--- src/rtl/sram_ctrl_pkg.sv ---
package sram_ctrl_pkg;

   typedef enum logic [2:0] {
      PH_IDLE    = 3'd0,
      PH_WSETUP  = 3'd1,
      PH_WSTROBE = 3'd2,
      PH_WHOLD   = 3'd3,
      PH_RACCESS = 3'd4
   } phase_e;

   function automatic int unsigned max_of4(input int unsigned a, input int unsigned b,
                                           input int unsigned c, input int unsigned d);
      int unsigned m;
      m = a;
      if (b > m) m = b;
      if (c > m) m = c;
      if (d > m) m = d;
      return m;
   endfunction

endpackage

--- src/rtl/sram_req_latch.sv ---
module sram_req_latch #(
   parameter int unsigned AW = 17,
   parameter int unsigned DW = 8
) (
   input  logic          clk,
   input  logic          rst_n,
   input  logic          load,
   input  logic [AW-1:0] in_addr,
   input  logic [DW-1:0] in_data,
   output logic [AW-1:0] q_addr,
   output logic [DW-1:0] q_data
);

   always_ff @(posedge clk or negedge rst_n) begin
      if (!rst_n) begin
         q_addr <= '0;
         q_data <= '0;
      end else if (load) begin
         q_addr <= in_addr;
         q_data <= in_data;
      end
   end

endmodule

--- src/rtl/sram_phase_timer.sv ---
module sram_phase_timer #(
   parameter int unsigned MAX_LEN = 4,
   localparam int unsigned CW     = (MAX_LEN > 1) ? $clog2(MAX_LEN) : 1
) (
   input  logic          clk,
   input  logic          rst_n,
   input  logic          load,
   input  logic [CW-1:0] load_val,
   output logic          last
);

   generate
      if (MAX_LEN == 1) begin : g_single
         // every phase lasts one cycle: no counter needed
         logic unused_in;
         assign unused_in = &{1'b0, clk, rst_n, load, load_val};
         assign last = 1'b1;
      end else begin : g_count
         logic [CW-1:0] cnt;
         always_ff @(posedge clk or negedge rst_n) begin
            if (!rst_n)          cnt <= '0;
            else if (load)       cnt <= load_val;
            else if (cnt != '0)  cnt <= cnt - 1'b1;
         end
         assign last = (cnt == '0);
      end
   endgenerate

endmodule

--- src/rtl/sram_seq.sv ---
module sram_seq
   import sram_ctrl_pkg::*;
#(
   parameter int unsigned T_SETUP  = 2,
   parameter int unsigned T_STROBE = 3,
   parameter int unsigned T_HOLD   = 1,
   parameter int unsigned T_ACCESS = 4
) (
   input  logic   clk,
   input  logic   rst_n,
   input  logic   req_valid,
   input  logic   req_write,
   output logic   accept,
   output phase_e phase_q,
   output phase_e phase_d,
   output logic   capture,
   output logic   done
);

   localparam int unsigned MAX_LEN = max_of4(T_SETUP, T_STROBE, T_HOLD, T_ACCESS);
   localparam int unsigned CW      = (MAX_LEN > 1) ? $clog2(MAX_LEN) : 1;
   localparam logic [CW-1:0] LV_SETUP  = CW'(T_SETUP - 1);
   localparam logic [CW-1:0] LV_STROBE = CW'(T_STROBE - 1);
   localparam logic [CW-1:0] LV_HOLD   = CW'(T_HOLD - 1);
   localparam logic [CW-1:0] LV_ACCESS = CW'(T_ACCESS - 1);

   logic          load;
   logic [CW-1:0] load_val;
   logic          last;

   sram_phase_timer #(.MAX_LEN(MAX_LEN)) u_timer (
      .clk      (clk),
      .rst_n    (rst_n),
      .load     (load),
      .load_val (load_val),
      .last     (last)
   );

   assign accept = req_valid && (phase_q == PH_IDLE);

   always_comb begin
      phase_d  = phase_q;
      load     = 1'b0;
      load_val = '0;
      unique case (phase_q)
         PH_IDLE: if (req_valid) begin
            load     = 1'b1;
            phase_d  = req_write ? PH_WSETUP : PH_RACCESS;
            load_val = req_write ? LV_SETUP : LV_ACCESS;
         end
         PH_WSETUP: if (last) begin
            load     = 1'b1;
            phase_d  = PH_WSTROBE;
            load_val = LV_STROBE;
         end
         PH_WSTROBE: if (last) begin
            load     = 1'b1;
            phase_d  = PH_WHOLD;
            load_val = LV_HOLD;
         end
         PH_WHOLD:   if (last) phase_d = PH_IDLE;
         PH_RACCESS: if (last) phase_d = PH_IDLE;
         default:    phase_d = PH_IDLE;
      endcase
   end

   assign capture = (phase_q == PH_RACCESS) && last;

   always_ff @(posedge clk or negedge rst_n) begin
      if (!rst_n) begin
         phase_q <= PH_IDLE;
         done    <= 1'b0;
      end else begin
         phase_q <= phase_d;
         done    <= last && (phase_q == PH_WHOLD || phase_q == PH_RACCESS);
      end
   end

endmodule

--- src/rtl/sram_ctrl.sv ---
module sram_ctrl
   import sram_ctrl_pkg::*;
#(
   parameter int unsigned AW       = 17,
   parameter int unsigned DW       = 8,
   parameter int unsigned T_SETUP  = 2,
   parameter int unsigned T_STROBE = 3,
   parameter int unsigned T_HOLD   = 1,
   parameter int unsigned T_ACCESS = 4
) (
   input  logic          clk,
   input  logic          rst_n,
   input  logic          req_valid,
   output logic          req_ready,
   input  logic          req_write,
   input  logic [AW-1:0] req_addr,
   input  logic [DW-1:0] req_wdata,
   output logic          rsp_done,
   output logic [DW-1:0] rsp_rdata,
   output logic [AW-1:0] mem_addr,
   output logic          mem_sel_n,
   output logic          mem_sel_hi,
   output logic          mem_we_n,
   output logic          mem_oe_n,
   output logic [DW-1:0] mem_dq_out,
   output logic          mem_dq_oe,
   input  logic [DW-1:0] mem_dq_in
);

   generate
      if (AW < 1 || DW < 1) begin : g_bad_width
         $error("sram_ctrl: AW and DW must be at least 1");
      end
      if (T_SETUP < 1 || T_STROBE < 1 || T_HOLD < 1 || T_ACCESS < 1) begin : g_bad_len
         $error("sram_ctrl: every phase length must be at least one cycle");
      end
   endgenerate

   phase_e phase_q, phase_d;
   logic   accept, capture;

   sram_seq #(
      .T_SETUP  (T_SETUP),
      .T_STROBE (T_STROBE),
      .T_HOLD   (T_HOLD),
      .T_ACCESS (T_ACCESS)
   ) u_seq (
      .clk       (clk),
      .rst_n     (rst_n),
      .req_valid (req_valid),
      .req_write (req_write),
      .accept    (accept),
      .phase_q   (phase_q),
      .phase_d   (phase_d),
      .capture   (capture),
      .done      (rsp_done)
   );

   sram_req_latch #(.AW(AW), .DW(DW)) u_latch (
      .clk     (clk),
      .rst_n   (rst_n),
      .load    (accept),
      .in_addr (req_addr),
      .in_data (req_wdata),
      .q_addr  (mem_addr),
      .q_data  (mem_dq_out)
   );

   assign req_ready = (phase_q == PH_IDLE);

   // strobes come straight from flops fed by the next-phase decode
   always_ff @(posedge clk or negedge rst_n) begin
      if (!rst_n) begin
         mem_sel_n  <= 1'b1;
         mem_sel_hi <= 1'b0;
         mem_we_n   <= 1'b1;
         mem_oe_n   <= 1'b1;
         mem_dq_oe  <= 1'b0;
         rsp_rdata  <= '0;
      end else begin
         mem_sel_n  <= (phase_d == PH_IDLE);
         mem_sel_hi <= (phase_d != PH_IDLE);
         mem_we_n   <= (phase_d != PH_WSTROBE);
         mem_oe_n   <= (phase_d != PH_RACCESS);
         mem_dq_oe  <= (phase_d == PH_WSETUP) || (phase_d == PH_WSTROBE) ||
                       (phase_d == PH_WHOLD);
         if (capture) rsp_rdata <= mem_dq_in;
      end
   end

endmodule

--- config.mk ---
export PLATFORM = sky130hd
export DESIGN_NAME = sram_ctrl
export DESIGN_NICKNAME = d
export VERILOG_FILES = /design/src/rtl/sram_ctrl_pkg.sv /design/src/rtl/sram_req_latch.sv /design/src/rtl/sram_phase_timer.sv /design/src/rtl/sram_seq.sv /design/src/rtl/sram_ctrl.sv
export SDC_FILE = /design/constraint.sdc
export NUM_CORES = 1
export LEC_CHECK = 0
export ABC_AREA = 1
export CORE_MARGIN = 10
export CORE_UTILIZATION = 38
export DETAILED_ROUTE_END_ITERATION = 8
export MAX_ROUTING_LAYER = met4
export PLACE_DENSITY = 0.74
export RECOVER_POWER = 50
export SYNTH_ARGS = -nofsm -noshare
export SYNTH_HDL_FRONTEND = slang
export SYNTH_SLANG_ARGS = --single-unit
--- constraint.sdc ---
create_clock -name clk -period 1.3 [get_ports clk]
set_input_delay 0.26 -clock clk [delete_from_list [all_inputs] [get_ports clk]]
set_output_delay 0.26 -clock clk [all_outputs]
set_load 0.02 [all_outputs]
After elaboration in Yosys (flattened, before gate mapping)
Index checks and enable logic that the tools add are counted.
{ "classes": {"n_addsub": 1, "n_eq_ne": 9, "muxes": 15, "n_reduce_logical": 14} }
{ "op_table": {"columns": ["operator", "count"], "rows": [
  ["3-bit two-way mux", 5],
  ["3-bit by 2-bit equality test with 1-bit output, second input constant", 4],
  ["3-bit case mux with 4 select lines", 1],
  ["2-bit two-way mux", 5],
  ["3-bit by 1-bit equality test with 1-bit output, second input constant", 2],
  ["3-bit zero test", 2],
  ["2-bit case mux with 2 select lines", 1],
  ["2-bit nonzero test", 2],
  ["2-bit OR reduction", 2],
  ["3-bit equality test, second input constant", 1],
  ["1-bit logical AND", 3],
  ["1-bit logical OR", 3],
  ["3-bit by 2-bit inequality test with 1-bit output, second input constant", 1],
  ["3-bit inequality test, second input constant", 1],
  ["3-bit nonzero test", 1],
  ["2-bit zero test", 1],
  ["1-bit two-way mux", 2],
  ["1-bit case mux with 2 select lines", 1],
  ["2-bit by 1-bit subtractor with 2-bit output, second input constant", 1]
]} }
{ "totals": {"regBits": 44, "out_inout_bits": 40} }

Logic depth before layout (Yosys ltp)
{ "depth": {"word_depth": 6, "mapped_depth": 9, "mapped_depth_nobuf": 9} }

Cells and area by module
From an unflattened synthesis, not the netlist that was laid out.
{ "hier_totals": {"hier_cells": 211, "hier_area_um2": 1808.0} }
{ "by_module_without_submodules": {"columns": ["mod", "instances", "cells_each", "area_each_um2"], "rows": [
  ["sram_req_latch", 1, 106, 964.7],
  ["sram_ctrl", 1, 52, 484.2],
  ["sram_seq", 1, 36, 239.0],
  ["sram_phase_timer", 1, 17, 120.1]
]} }

Worst setup path after synthesis
Ideal clock, no wire load.
{ "synth_path": {"path_kind": "reg-to-reg", "start": "register u_seq.u_timer.g_count.cnt[0]", "end": "register mem_sel_hi", "arrival_time_ps": 1175, "t_required_ps": 1174, "slack_ps": -1, "stages_incl_launch_ff": 8, "n_path_buf": 0, "path_cell_list": "dfrtp_1 > inv_1 > ha_1 > inv_2 > nand3_1 > nand2_2 > nor2_4 > nand3_1"} }
{ "synth_between": {"elab_chain_cells": 4} }
{ "synth_lines": {"columns": ["item", "line", "rtl"], "rows": [
  ["start, declared", "sram_phase_timer.sv:19", "logic [CW-1:0] cnt;"],
  ["start signal, assigned", "sram_phase_timer.sv:22", "else if (load) cnt <= load_val;"],
  ["start signal, assigned", "sram_phase_timer.sv:23", "else if (cnt != '0) cnt <= cnt - 1'b1;"],
  ["2-bit zero test (*)", "sram_phase_timer.sv:25", "assign last = (cnt == '0);"],
  ["3-bit two-way mux (on tied branches)", null, null],
  ["3-bit case mux with 4 select lines (*)", "sram_seq.sv:45", "unique case (phase_q)"],
  ["3-bit nonzero test (*)", "sram_ctrl.sv:82", "mem_sel_hi <= (phase_d != PH_IDLE);"],
  ["end signal, assigned", "sram_ctrl.sv:82", null],
  ["end, declared", "sram_ctrl.sv:22", "output logic mem_sel_hi,"]
]} }
Every way passes the cells marked *; elsewhere a longest branch is shown, timed or not.
A chain may end at the register's enable or synchronous reset.

Final worst setup path
{ "layout_path": {"start": "register u_seq.phase_q[0]", "end": "output req_ready"} }
{ "layout_between": {"elab_chain_cells": 1} }
{ "layout_lines": {"columns": ["item", "line", "rtl"], "rows": [
  ["start, declared", "sram_seq.sv:14", "output phase_e phase_q,"],
  ["start signal, assigned", "sram_seq.sv:74", "phase_q <= phase_d;"],
  ["3-bit zero test", "sram_ctrl.sv:69", "assign req_ready = (phase_q == PH_IDLE);"],
  ["end, declared", "sram_ctrl.sv:14", "output logic req_ready,"]
]} }
Every way passes these cells.

==> reports/results.ini <==
[run]
max_cap_violations = 0

[grt]
grt_pass1_vias = 1601
grt-ovfl-total = 0
grt_max_degree = 19
antenna_found_initial = 0
grt_usage_pct = 11.7
grt_pass1_wl_um = 7180

[synth]
ys_ff_latch = 44
syn_nets = 221
yosysUniqueCellTypes = 20
synth_area_mm2 = 0.00182
yosysSeqAreaShare_pct = 60.6
yosysWarningCount = 0
syn_avg_cell_area_um2 = 9.97
syn_inst = 183

[timing]
fin_skew_ns = 0.00564
period_needed_ns = 1.31
setup_viol = 1
fmax_mhz = 764
max_slew.worst_pin.slew_ns = 0.452
layout_worst_path_cycle_share_pct = 101
finalHoldViolations = 0
slew_headroom_pct = 69.8
slew_viol_final = 0
final.setup.worst_slack_ns = -0.00826
rsz0062_at_grt = yes

[placement]
dp_slack_ns = -0.206
portBuffers = 76
place_inst = 321
place_congestion = 0.828
dp_hpwl_um = 3460
placed_area_mm2 = 0.00272

[clocking]
cts_sinks = 44
clock_path_buffers = 2
clk_pin_slew_ns = 0.08
cts.htree.levels = 2
cts_tree = yes
clkLatencyLatePin_ns = 0.29
cts_buffers = 5
clockRootBuffer = clkbuf_8

[route]
antenna_left = 0
post_drt_wl_per_cell_um = 13.8
viasPerCell = 4.63
drc = 0
drt_first_pass_iters = 4
drt_iter0_drc = 118
totalWireLength_um = 4620
vias = 1551

[finish]
final_cells = 335
diodes = 0
final_util_pct = 60.9
num-nets-final = 318
drive_gt1_share_pct = 22.8
post-route-cell-area_mm2 = 0.00286
area_growth_pct = 56.6

[hold_path]
min_path_type = in2async

[run_status]
violations = negative setup slack
status = finished, violations left

[floorplan]
core_area_mm2 = 0.00469
die_w_um = 89.3
rows = 25
dieArea_mm2 = 0.00797
initial_core_util_pct = 38.9
ios = 77
die_y_um = 89.3

[critical_path]
startpoint_type = register
r2r_setup_slack_ns = 0.04
worstPathCellList = nor2_4 > nand2_2 > inv_2 > buf_6
endpoint_kind = output pin
crit_required_ns = 1.04
crit_arrival_ns = 1.05
cp_slowest_cell = dfrtp_1
cp_max_fo = 2
path_class = reg2out
max_stage_delay_ns = 0.41

[power]
power_density_mw_per_mm2 = 2480
ir_drop_mv = 1.15
p_leak_nw = 1.44

critical path: cells and delay by family (launching register included):
kind	cells	cell delay (ns)
DFF	1	0.41
and+or+nand+nor	2	0.20
buffers and inverters	2	0.15
final timing paths:
kind | cells after the start | to | startpoint
worst max-delay path | 4 | req_ready | u_seq.phase_q[0]
worst min-delay path | 2 | mem_sel_hi | rst_n
worst max register to register | 8 | mem_sel_n | u_seq.u_timer.g_count.cnt[0]
worst min register to register | 2 | u_latch.q_addr[6] | u_latch.q_addr[6]
max in group asynchronous | 3 | mem_we_n | rst_n
min in group clk | 2 | u_latch.q_addr[6] | u_latch.q_addr[6]
through the flow:
step / power [mW] / hold slack (ns) / setup TNS [ns]
after CTS: 6.86 / 0.398 / -0.0501
final: 7.09 / 0.378 / -0.00826
after floorplan: 4.57 / -0.0356 / 0
after detailed placement: 6.36 / 0.170 / -3.75
after global placement: 6.29 / 0.172 / -3.42
after global routing: 7.63 / 0.402 / -0.244
cells by family (layout without fill, tap and decap cells):
kind of cell,after synthesis,count (layout),synth area share (%)
AOI/OAI and AO/OA,4,4,1.65
adders and majority gates,1,1,0.686
buffers and inverters,19,117,6.03
DFF,44,44,60.6
muxes,8,8,4.94
and+or+nand+nor,107,107,26.1
timing repair:
item,CTS,global route
pin swaps,0,9
cloned,0,1
endpoints found under the hold margin,10,0
gates resized for setup,55,28
hold buffers,1,0
setup buffers,0,4
setup endpoints to repair,52,34
cells in the mapped netlist:
cell type  count  share of area, %
nand3_1        5               1.4
inv_2          4              0.82
nor2_2         1              0.34
mux2_2         8               4.9
ha_1           1              0.69
dfrtp_1       41                56
nand4_1        5               1.7
nand3_4        2               1.9
nand2_1       86                18
nor2_4         2               1.2
nand2_2        2              0.69
nor2_1         3              0.62
inv_1          9               1.9
dfstp_2        3               4.3
buf_2          1              0.27
o21a_1         1              0.41
nand3_2        1              0.55
o22ai_2        1              0.69
buf_6          5               3.1
o21ai_0        2              0.55
cells in the final DEF (no fill, tap or decap), drive strengths merged:
cell           synthesis  final
nand2                 88     88
o21a                   1      1
nor2                   6      6
nand3                  8      8
dlygate4sd3            0      1
dfstp                  3      3
mux2                   8      8
clkdlybuf4s50          0     35
clkbuf                 0     11
nand4                  5      5
clkdlybuf4s15          0     14
ha                     1      1
o22ai                  1      1
dfrtp                 41     41
inv                   13     13
o21ai                  2      2
dlygate4sd2            0     22
buf                    6     21
state kept, by name, summed over array words and instances (netlist names):
name,count
u_seq.phase_q,3
u_latch.q_data,8
mem_sel_n,1
rsp_rdata,8
mem_we_n,1
u_seq.done,1
u_seq.u_timer.g_count.cnt,2
mem_dq_oe,1
mem_oe_n,1
mem_sel_hi,1
u_latch.q_addr,17
cell type report:
class	instances	area (um^2)
fillers	411	1840
flip-flops and latches	44	1100
repair buffers	96	903
multi-input cells	120	637
clock buffers	8	90.1
well taps	54	67.6
inverters	13	53.8
power breakdown:
group          total, mW  internal (mW)  switching [mW]  leakage (nW)
Clock              0.863          0.433           0.430        0.0455
Sequential          2.35           2.05           0.303         0.533
Combinational       3.88           1.68            2.19         0.860
Total               7.09           4.16            2.92          1.44
routing by layer:
metal  global-route usage, %  vias to the layer above  share of wire, %
li1                        -                      765                 -
met1                    13.6                      721                43
met2                    18.2                       62                47
met3                    5.01                        3               8.8
met4                    3.32                        0              0.58
met5                       -                        -                 0
(Power assumes the default switching activity.)
